--- config.mk ---
export PLATFORM = sky130hd
export DESIGN_NAME = audio_serial_tx
export DESIGN_NICKNAME = d
export VERILOG_FILES = /design/src/rtl/sat_pkg.sv /design/src/rtl/sat_ctrl.sv /design/src/rtl/sat_data.sv /design/src/rtl/audio_serial_tx.sv
export SDC_FILE = /design/constraint.sdc
export NUM_CORES = 1
export LEC_CHECK = 0
export BUFFER_PORTS_ARGS = -buffer_cell sky130_fd_sc_hd__buf_2
export CAP_MARGIN = 20
export CORE_MARGIN = 4
export CORE_UTILIZATION = 45
export CTS_BUF_LIST = sky130_fd_sc_hd__clkbuf_2 sky130_fd_sc_hd__clkbuf_4 sky130_fd_sc_hd__clkbuf_8
export CTS_CLUSTER_DIAMETER = 150
export CTS_CLUSTER_SIZE = 20
export DETAILED_ROUTE_END_ITERATION = 6
export SLEW_MARGIN = 20
export SYNTH_ARGS = -nofsm -noshare
export SYNTH_HDL_FRONTEND = slang
export SYNTH_HIERARCHICAL = 1
export SYNTH_SLANG_ARGS = --single-unit
--- constraint.sdc ---
create_clock -name clk -period 5.6 [get_ports clk]
set_input_delay 0.28 -clock clk [delete_from_list [all_inputs] [get_ports clk]]
set_output_delay 0.28 -clock clk [all_outputs]
set_load 0.005 [all_outputs]
--- src/rtl/sat_pkg.sv ---
`timescale 1ns/1ps
package sat_pkg;

  // slots per channel half; the frame holds two halves
  localparam int CH_SLOTS = 32;
  localparam int SLOT_W   = $clog2(2 * CH_SLOTS);

  typedef enum logic [1:0] {
    FMT_DELAYED  = 2'b00,
    FMT_LEFTJ    = 2'b01,
    FMT_RIGHTJ20 = 2'b10,
    FMT_RIGHTJ16 = 2'b11
  } txFmt_e;

  // strobes from the sequencer to the datapath
  typedef struct packed {
    logic              idle;
    logic              slotStep;
    logic              frameLoad;
    logic [SLOT_W-1:0] nextSlot;
  } txStrobe_t;

endpackage

--- src/rtl/sat_ctrl.sv ---
`timescale 1ns/1ps
module sat_ctrl
  import sat_pkg::*;
#(
  parameter int DIV_LOG2 = 2
) (
  input  logic      clk,
  input  logic      rst,
  input  logic      en,
  output txStrobe_t strobe,
  output logic      sclk,
  output logic      running
);

  localparam logic [DIV_LOG2-1:0] PH_LAST   = '1;
  localparam logic [SLOT_W-1:0]   SLOT_LAST = '1;

  logic [DIV_LOG2-1:0] phase;
  logic [DIV_LOG2-1:0] phaseNext;
  logic [SLOT_W-1:0]   slot;
  logic                stepNow;

  always_comb begin
    stepNow          = running && (phase == PH_LAST);
    phaseNext        = running ? phase + 1'b1 : '0;
    strobe.idle      = !en;
    strobe.slotStep  = en && (!running || stepNow);
    strobe.frameLoad = en && (!running || (stepNow && slot == SLOT_LAST));
    strobe.nextSlot  = running ? slot + 1'b1 : '0;
  end

  always_ff @(posedge clk) begin
    if (rst || !en) begin
      running <= 1'b0;
      phase   <= '0;
      slot    <= '0;
      sclk    <= 1'b0;
    end else begin
      running <= 1'b1;
      phase   <= phaseNext;
      sclk    <= phaseNext[DIV_LOG2-1];
      if (stepNow) slot <= slot + 1'b1;
    end
  end

  AST_SCLK_HIGH_HOLD: assert property (@(posedge clk) disable iff (rst)
    ($rose(sclk) && en) |=> sclk);

  AST_SCLK_LOW_HOLD: assert property (@(posedge clk) disable iff (rst)
    ($fell(sclk) && en && running) |=> !sclk);

endmodule

--- src/rtl/sat_data.sv ---
`timescale 1ns/1ps
module sat_data
  import sat_pkg::*;
#(
  parameter int DATA_W  = 20,
  parameter int SHORT_W = 16
) (
  input  logic              clk,
  input  logic              rst,
  input  logic [1:0]        fmtSel,
  input  logic              sampleValid,
  output logic              sampleReady,
  input  logic [DATA_W-1:0] sampleLeft,
  input  logic [DATA_W-1:0] sampleRight,
  input  txStrobe_t         strobe,
  output logic              lrclk,
  output logic              sdata
);

  logic [DATA_W-1:0] holdLeft, holdRight;
  logic              holdFull;
  logic [DATA_W-1:0] actLeft, actRight;
  txFmt_e            fmtAct;

  logic [DATA_W-1:0] loadLeft, loadRight, useLeft, useRight;
  txFmt_e            useFmt;

  // word select level for a slot under a format
  function automatic logic slotLevel(input txFmt_e f, input logic [SLOT_W-1:0] s);
    logic leftHigh;
    leftHigh = (f != FMT_DELAYED);
    return s[SLOT_W-1] ? !leftHigh : leftHigh;
  endfunction

  // data bit for a slot under a format
  function automatic logic slotBit(input txFmt_e f, input logic [SLOT_W-1:0] s,
                                   input logic [DATA_W-1:0] l, input logic [DATA_W-1:0] r);
    logic [DATA_W-1:0] word;
    logic [DATA_W-1:0] shifted;
    int pos, first, span, idx;
    pos  = int'(s[SLOT_W-2:0]);
    word = s[SLOT_W-1] ? r : l;
    span = DATA_W;
    case (f)
      FMT_DELAYED:  first = 1;
      FMT_LEFTJ:    first = 0;
      FMT_RIGHTJ20: first = CH_SLOTS - DATA_W;
      default: begin
        first = CH_SLOTS - SHORT_W;
        span  = SHORT_W;
      end
    endcase
    if (pos >= first && pos < first + span) begin
      idx     = (DATA_W - 1) - (pos - first);
      shifted = word >> idx;
      return shifted[0];
    end
    return 1'b0;
  endfunction

  always_comb begin
    sampleReady = !holdFull;
    loadLeft    = holdFull ? holdLeft : '0;
    loadRight   = holdFull ? holdRight : '0;
    useLeft     = strobe.frameLoad ? loadLeft : actLeft;
    useRight    = strobe.frameLoad ? loadRight : actRight;
    useFmt      = strobe.frameLoad ? txFmt_e'(fmtSel) : fmtAct;
  end

  always_ff @(posedge clk) begin
    if (rst) begin
      holdLeft  <= '0;
      holdRight <= '0;
      holdFull  <= 1'b0;
      actLeft   <= '0;
      actRight  <= '0;
      fmtAct    <= FMT_DELAYED;
      lrclk     <= 1'b0;
      sdata     <= 1'b0;
    end else begin
      if (strobe.frameLoad && holdFull) begin
        holdFull <= 1'b0;
      end else if (sampleValid && !holdFull) begin
        holdLeft  <= sampleLeft;
        holdRight <= sampleRight;
        holdFull  <= 1'b1;
      end
      if (strobe.frameLoad) begin
        actLeft  <= loadLeft;
        actRight <= loadRight;
        fmtAct   <= useFmt;
      end
      if (strobe.idle) begin
        lrclk <= 1'b0;
        sdata <= 1'b0;
      end else if (strobe.slotStep) begin
        lrclk <= slotLevel(useFmt, strobe.nextSlot);
        sdata <= slotBit(useFmt, strobe.nextSlot, useLeft, useRight);
      end
    end
  end

  AST_TAKE_FILLS: assert property (@(posedge clk) disable iff (rst)
    (sampleValid && sampleReady) |=> !sampleReady);

  AST_LOAD_FREES: assert property (@(posedge clk) disable iff (rst)
    (strobe.frameLoad && !sampleReady) |=> sampleReady);

endmodule

--- src/rtl/audio_serial_tx.sv ---
`timescale 1ns/1ps
module audio_serial_tx
  import sat_pkg::*;
#(
  parameter int DATA_W   = 20,
  parameter int SHORT_W  = 16,
  parameter int DIV_LOG2 = 2
) (
  input  logic              clk,
  input  logic              rst,
  input  logic              en,
  input  logic [1:0]        fmtSel,
  input  logic              sampleValid,
  output logic              sampleReady,
  input  logic [DATA_W-1:0] sampleLeft,
  input  logic [DATA_W-1:0] sampleRight,
  output logic              sclkOut,
  output logic              lrclkOut,
  output logic              sdataOut
);

  txStrobe_t strobe;
  logic      running;

  sat_ctrl #(.DIV_LOG2(DIV_LOG2)) uCtrl (
    .clk     (clk),
    .rst     (rst),
    .en      (en),
    .strobe  (strobe),
    .sclk    (sclkOut),
    .running (running)
  );

  sat_data #(.DATA_W(DATA_W), .SHORT_W(SHORT_W)) uData (
    .clk         (clk),
    .rst         (rst),
    .fmtSel      (fmtSel),
    .sampleValid (sampleValid),
    .sampleReady (sampleReady),
    .sampleLeft  (sampleLeft),
    .sampleRight (sampleRight),
    .strobe      (strobe),
    .lrclk       (lrclkOut),
    .sdata       (sdataOut)
  );

  AST_SDATA_ON_FALL: assert property (@(posedge clk) disable iff (rst)
    ($past(running) && running && (sdataOut != $past(sdataOut))) |-> $fell(sclkOut));

  AST_LRCLK_ON_FALL: assert property (@(posedge clk) disable iff (rst)
    ($past(running) && running && (lrclkOut != $past(lrclkOut))) |-> $fell(sclkOut));

  AST_IDLE_QUIET: assert property (@(posedge clk) disable iff (rst)
    !en |=> (!sclkOut && !lrclkOut && !sdataOut));

endmodule

; ---- Word-level counts from Yosys, hierarchy flattened
; Index checks and enable logic that the tools add are counted.
[op_classes]
bitwise_logic = 3
n_addsub = 5
eq_ne = 4
shifts = 1
muxes = 23
order_cmp = 2
reduce_logical = 21
[op_table]
columns = operator, count
row1 = 2-to-1 mux 32 bit, 6
row2 = 2-to-1 mux 20 bit, 5
row3 = adder 32 bit, 1
row4 = >= comparator 6 x 32 -> 1 bit, 1
row5 = < comparator 6 x 32 -> 1 bit, 1
row6 = >> shifter 20 x 32 -> 1 bit, 1
row7 = subtractor 6 x 32 -> 32 bit, 1
row8 = subtractor 6 x 32 -> 32 bit (first input constant), 1
row9 = one-hot mux 5 bit (3 select lines), 1
row10 = 2-to-1 mux 1 bit, 8
row11 = logical AND 1 bit, 7
row12 = adder 6 x 1 -> 6 bit (second input constant), 1
row13 = == test 6 bit (second input constant), 1
row14 = 2-to-1 mux 6 bit, 1
row15 = OR reduction 2 bit, 3
row16 = == test 2 bit (second input constant), 2
row17 = logical NOT 1 bit, 4
row18 = logical OR 1 bit, 3
row19 = 2-to-1 mux 3 bit, 1
row20 = inverter 1 bit, 3
row21 = OR reduction 3 bit, 1
row22 = adder 2 x 1 -> 2 bit (second input constant), 1
row23 = == test 2 x 1 -> 1 bit (second input constant), 1
row24 = logical NOT 2 bit, 1
row25 = 3 further kinds, 3
[word_totals]
out_inout_bits = 4
regBits = 94
wordCells = 71
inputBits = 46

; ---- Longest topological paths before layout
[logic_depth]
word_depth = 20
mapped_depth = 19
mapped_depth_nobuf = 17

; ---- By module
; The synthesis kept the hierarchy.
[modules_own_cells]
columns = module, seq_area_each_um2, area_each_um2, cells_per_inst, instances
row1 = sat_data, 1701.6, 3857.4, 450, 1
row2 = sat_ctrl, 180.2, 466.7, 55, 1

; ---- Worst setup path after synthesis
; Ideal clock, no wire load.
[synth_path]
path_type = register to register
start = register uCtrl.slot[0]
end = register uData.sdata
setup_ns = 0.129
n_path_buf = 3
path_stages_with_launch = 19
arrival_ns = 3.617
synth_period_minus_slack_ns = 3.745
t_required_ns = 5.471
setup_slack_ns = 1.855
path_cell_list = dfxtp_1 -> ha_1 -> nand3_1 -> o21a_1 -> nor2_1 -> buf_6 -> buf_2 -> mux2i_1 -> inv_1 -> nor2_1 -> ha_1 -> ha_1 -> buf_2 -> inv_1 -> mux4_2 -> o2bb2ai_1 -> o211ai_1 -> o2111ai_1 -> o32ai_1
[synth_lines]
columns = element, line_no
row1 = start: declaration, sat_ctrl.sv:20  ; logic [SLOT_W-1:0] slot;
row2 = start signal: assignment, sat_ctrl.sv:42  ; if (stepNow) slot <= slot + 1'b1;
row3 = end signal: assignment, sat_data.sv:98  ; sdata <= slotBit(useFmt, strobe.nextSlot, useLeft, useRight);
row4 = end: declaration, sat_data.sv:17  ; output logic sdata

==> out/qor.csv <==
stage;metric;value;unit
sta;Setup violations, final;0;
sta;setup ws final;1.37;ns
yosys;Synth top area share;0.435;
setup_path;worst r2r path cells;18;
global_routing;first-pass GRT wire length;15600;um
detailed_routing;DR iter-0 viols;244;
setup_path;crit path kind;register to register;
pwr;worst vdd ir;120;uV
placed_design;DP Worst Slack;1.48;ns
cts;Worst-path clk slew;0.10;ns
sta;Fin Clk Skew;0.0158;ns
cts;postcts setup bufs;0;
setup_path;crit path max fanout;28;
cells_and_area;most common cell after layout, fill and taps aside;nand2_1;
global_routing;gr usage total;0.168;
yosys;Yosys warning count;6;
sta;unrepaired setup endpoints after global routing;no;
cts;TritonCTS clock tree;yes;
yosys;Synth cell types;59;
cts;total CTS buffers;9;
placed_design;GPL Wtd Cong;0.830;
setup_path;crit-path most repeated cell;ha_1;
yosys;Async SR Flop Fraction;0;
yosys;post-synthesis sequential area ratio;0.435;
cts;CTS Hold Buffers Added;0;
yosys;largest area contributor in the netlist;dfxtp_1;
yosys;Netlist Area Pre-Place;0.00432;mm2
setup_path;reg-to-reg critical path startpoint;uCtrl/slot[0];
sta;Slew HR;0.426;
cts;root buf cell;clkbuf_8;
die;die outline height;106;um
detailed_routing;DR pass1 iterations;4;
setup_path;worst path bufs/invs;2;
setup_path;CP Launch Type;register;
yosys;adder-cell share of the synthesized area;0.0538;
sta;Max Slew Vio Count;0;
sta;final critical-path required period;4.23;ns
setup_path;critical path's slowest cell;dfxtp_1;
pwr;Power Density;278;mW/mm2
pwr;Leakage;1.91;nW
worst_hold_path;endpoint with the worst hold slack;uData/holdRight[1];
cells_and_area;synthesis-to-layout area growth;10.9;%
cts;clock buffer depth;2;
detailed_routing;Via density;5.29;
cts;Max H-tree Level;3;
yosys;largest cells by area after synthesis;dfxtp_1 (44%), nand2_1 (8.3%), a21oi_1 (7.3%);
cts;clk_lat worst skew;0.35;ns
sta;Final Hold Viols;0;
sta;Fmax achieved;236;MHz
sta;Worst-Margin Slew;0.861;ns
sta;Tcrit/Tclk final;0.756;
detailed_routing;WL final;9060;um
run;max-cap violation count;0;
worst_hold_path;hold path start;sampleRight[1];
detailed_routing;DRC errors left;0;
worst_hold_path;worst hold stages;3;
die;Die ar.;0.0112;mm2
placed_design;dpl cells;654;
yosys;Synthesized Nets;568;
setup_path;reg2reg setup slack;1.37;ns
die;placement row count;35;
setup_path;crit path capture type;register;
setup_path;reg2reg end;uData/sdata;
yosys;Mean Syn Cell Area;8.56;um2
yosys;Main synth FF type;dfxtp_1;
setup_path;arrival time worst endpoint;4.49;ns
yosys;XOR/XNOR share of the synthesized area;0.0194;
cts;CTS sink cnt;94;
die;Initial Util;0.466;
sta;Setup TNS Final;0;ns
die;Die Wd;106;um
cells_and_area;share of layout cells above drive strength 1;0.165;
cells_and_area;nets@finish;599;
placed_design;Post-DP HPWL;6300;um
cells_and_area;most frequent cells in the layout;nand2_1 (96), dfxtp_1 (94), a21oi_1 (63);
global_routing;pin count of the biggest net entering global routing;88;
worst_hold_path;Hold Path Class;input pin to register;
cells_and_area;n_diodes;0;
detailed_routing;Antenna Violating Nets Remaining;0;
setup_path;crit-path cells;ha_1 -> nand3_1 -> o21a_1 -> nor2_2 -> buf_4 -> mux2i_1 -> inv_1 -> nor2_1 -> ha_1 -> ha_1 -> ha_1 -> maj3_1 -> a21oi_1 -> ha_1 -> nand3b_1 -> nor4_1 -> a32oi_1 -> o32ai_1;
detailed_routing;vias;3536;
placed_design;I/O Buffers;49;
cells_and_area;fill count;967;
yosys;flops & latches, synth;94;
outcome;status;finished clean;
die;core area;0.00928;mm2
global_routing;gr ovfl total;0;
global_routing;vias in the first global route;3320;
yosys;number of synthesized flops with an enable pin;0;
yosys;Syn Inst Count;505;
cts;post-CTS resize count;0;
yosys;post-synthesis simple-gate area fraction;0.209;
detailed_routing;WL/cell;13.5;um
setup_path;CP top delay family;adder cells;
cells_and_area;final std cells w/o fill;669;
global_routing;initial antenna violation count;0;
setup_path;Crit path largest cell delay;0.45;ns
yosys;Compound-Gate Fraction of Synth Area;0.169;
die;IO Pins;50;
setup_path;Crit path required time;5.86;ns
yosys;largest family of logic cells by synthesized area;simple AND/OR/NAND/NOR gates;
yosys;mux cell area share after synthesis;0.0535;
[cells in the mapped netlist, drive strengths merged (3+ instances only)]
cell / instances
nand2: 96
inv: 20
and3: 11
o21ai: 5
nor2: 48
ha: 17
or3: 3
nand3: 9
and2: 7
dfxtp: 94
xor2: 3
clkbuf: 21
mux4: 8
xnor2: 4
nand2b: 3
buf: 13
mux2i: 4
nor2b: 12
a22oi: 24
a21oi: 63
[tightest hold or removal path, cell delays in order]
cell     delay, ns
buf_2         0.09
nand2_1       0.04
a21oi_1       0.05
[per-layer routing]
layer  vias up  share of wire  GRT usage
li1       1797              -          -
met1      1656           0.47      0.228
met2        75           0.47      0.270
met3         8          0.042     0.0279
met4         0         0.0094     0.0620
met5         -              0          0
[sequential cells by signal, summed over array words and instances, names as in the netlist]
| register | count |
|---|---|
| uData/holdLeft | 20 |
| uData/holdRight | 20 |
| uData/fmtAct | 2 |
| uData/holdFull | 1 |
| uData/actRight | 20 |
| uData/sdata | 1 |
| uData/actLeft | 20 |
| uData/lrclk | 1 |
| uCtrl/running | 1 |
| uCtrl/slot | 6 |
| uCtrl/phase | 2 |
[kinds of logic after synthesis]
family | count (synthesis)
AO/OA/AOI/OAI | 116
XOR/XNOR | 8
adder cells (fa/ha/maj) | 19
buffers and inverters | 54
flip-flops | 94
multiplexers | 13
other | 1
AND/OR/NAND/NOR | 200
[worst max path at each step]
stage	start	slack, ns	endpoint	depth (start not counted)
3_3_place_gp	uCtrl/slot[0]	1.65	uData/sdata	18
4_1_cts	uCtrl/slot[0]	1.44	uData/sdata	18
3_5_place_dp	uCtrl/slot[0]	1.48	uData/sdata	18
6_report	uCtrl/slot[0]	1.37	uData/sdata	18
5_1_grt	uCtrl/slot[0]	1.03	uData/sdata	18
2_1_floorplan	uCtrl/slot[0]	1.85	uData/sdata	18
[layout make-up]
type | count | area, um2 | share of cell area
timing repair buffer | 54 | 283 | 0.0589
inverter | 20 | 75.1 | 0.0156
clock inverter | 5 | 66.3 | 0.0138
sequential | 94 | 1880 | 0.392
clock buffer | 10 | 138 | 0.0287
tap | 129 | 161 | 0.0336
multi-input combinational | 357 | 2190 | 0.457
[power breakdown]
group	switching, mW	internal (mW)	leakage [nW]	total, mW
clock	0.238	0.222	0.101	0.460
sequential	0.0156	0.691	0.765	0.706
combinational	0.0993	0.0703	1.05	0.170
[stage by stage]
step | instance area (um2) | util | total power, mW | hold slack (ns)
2_1_floorplan | 4320 | - | 0.848 | 0.394
3_3_place_gp | 4590 | 0.495 | 0.888 | 0.401
3_5_place_dp | 4590 | 0.495 | 0.893 | 0.410
4_1_cts | 4800 | 0.517 | 1.36 | 0.134
5_1_grt | 4800 | 0.517 | 1.40 | 0.142
6_report | 4800 | 0.517 | 1.34 | 0.153
Power figures use the tool's default switching activity.
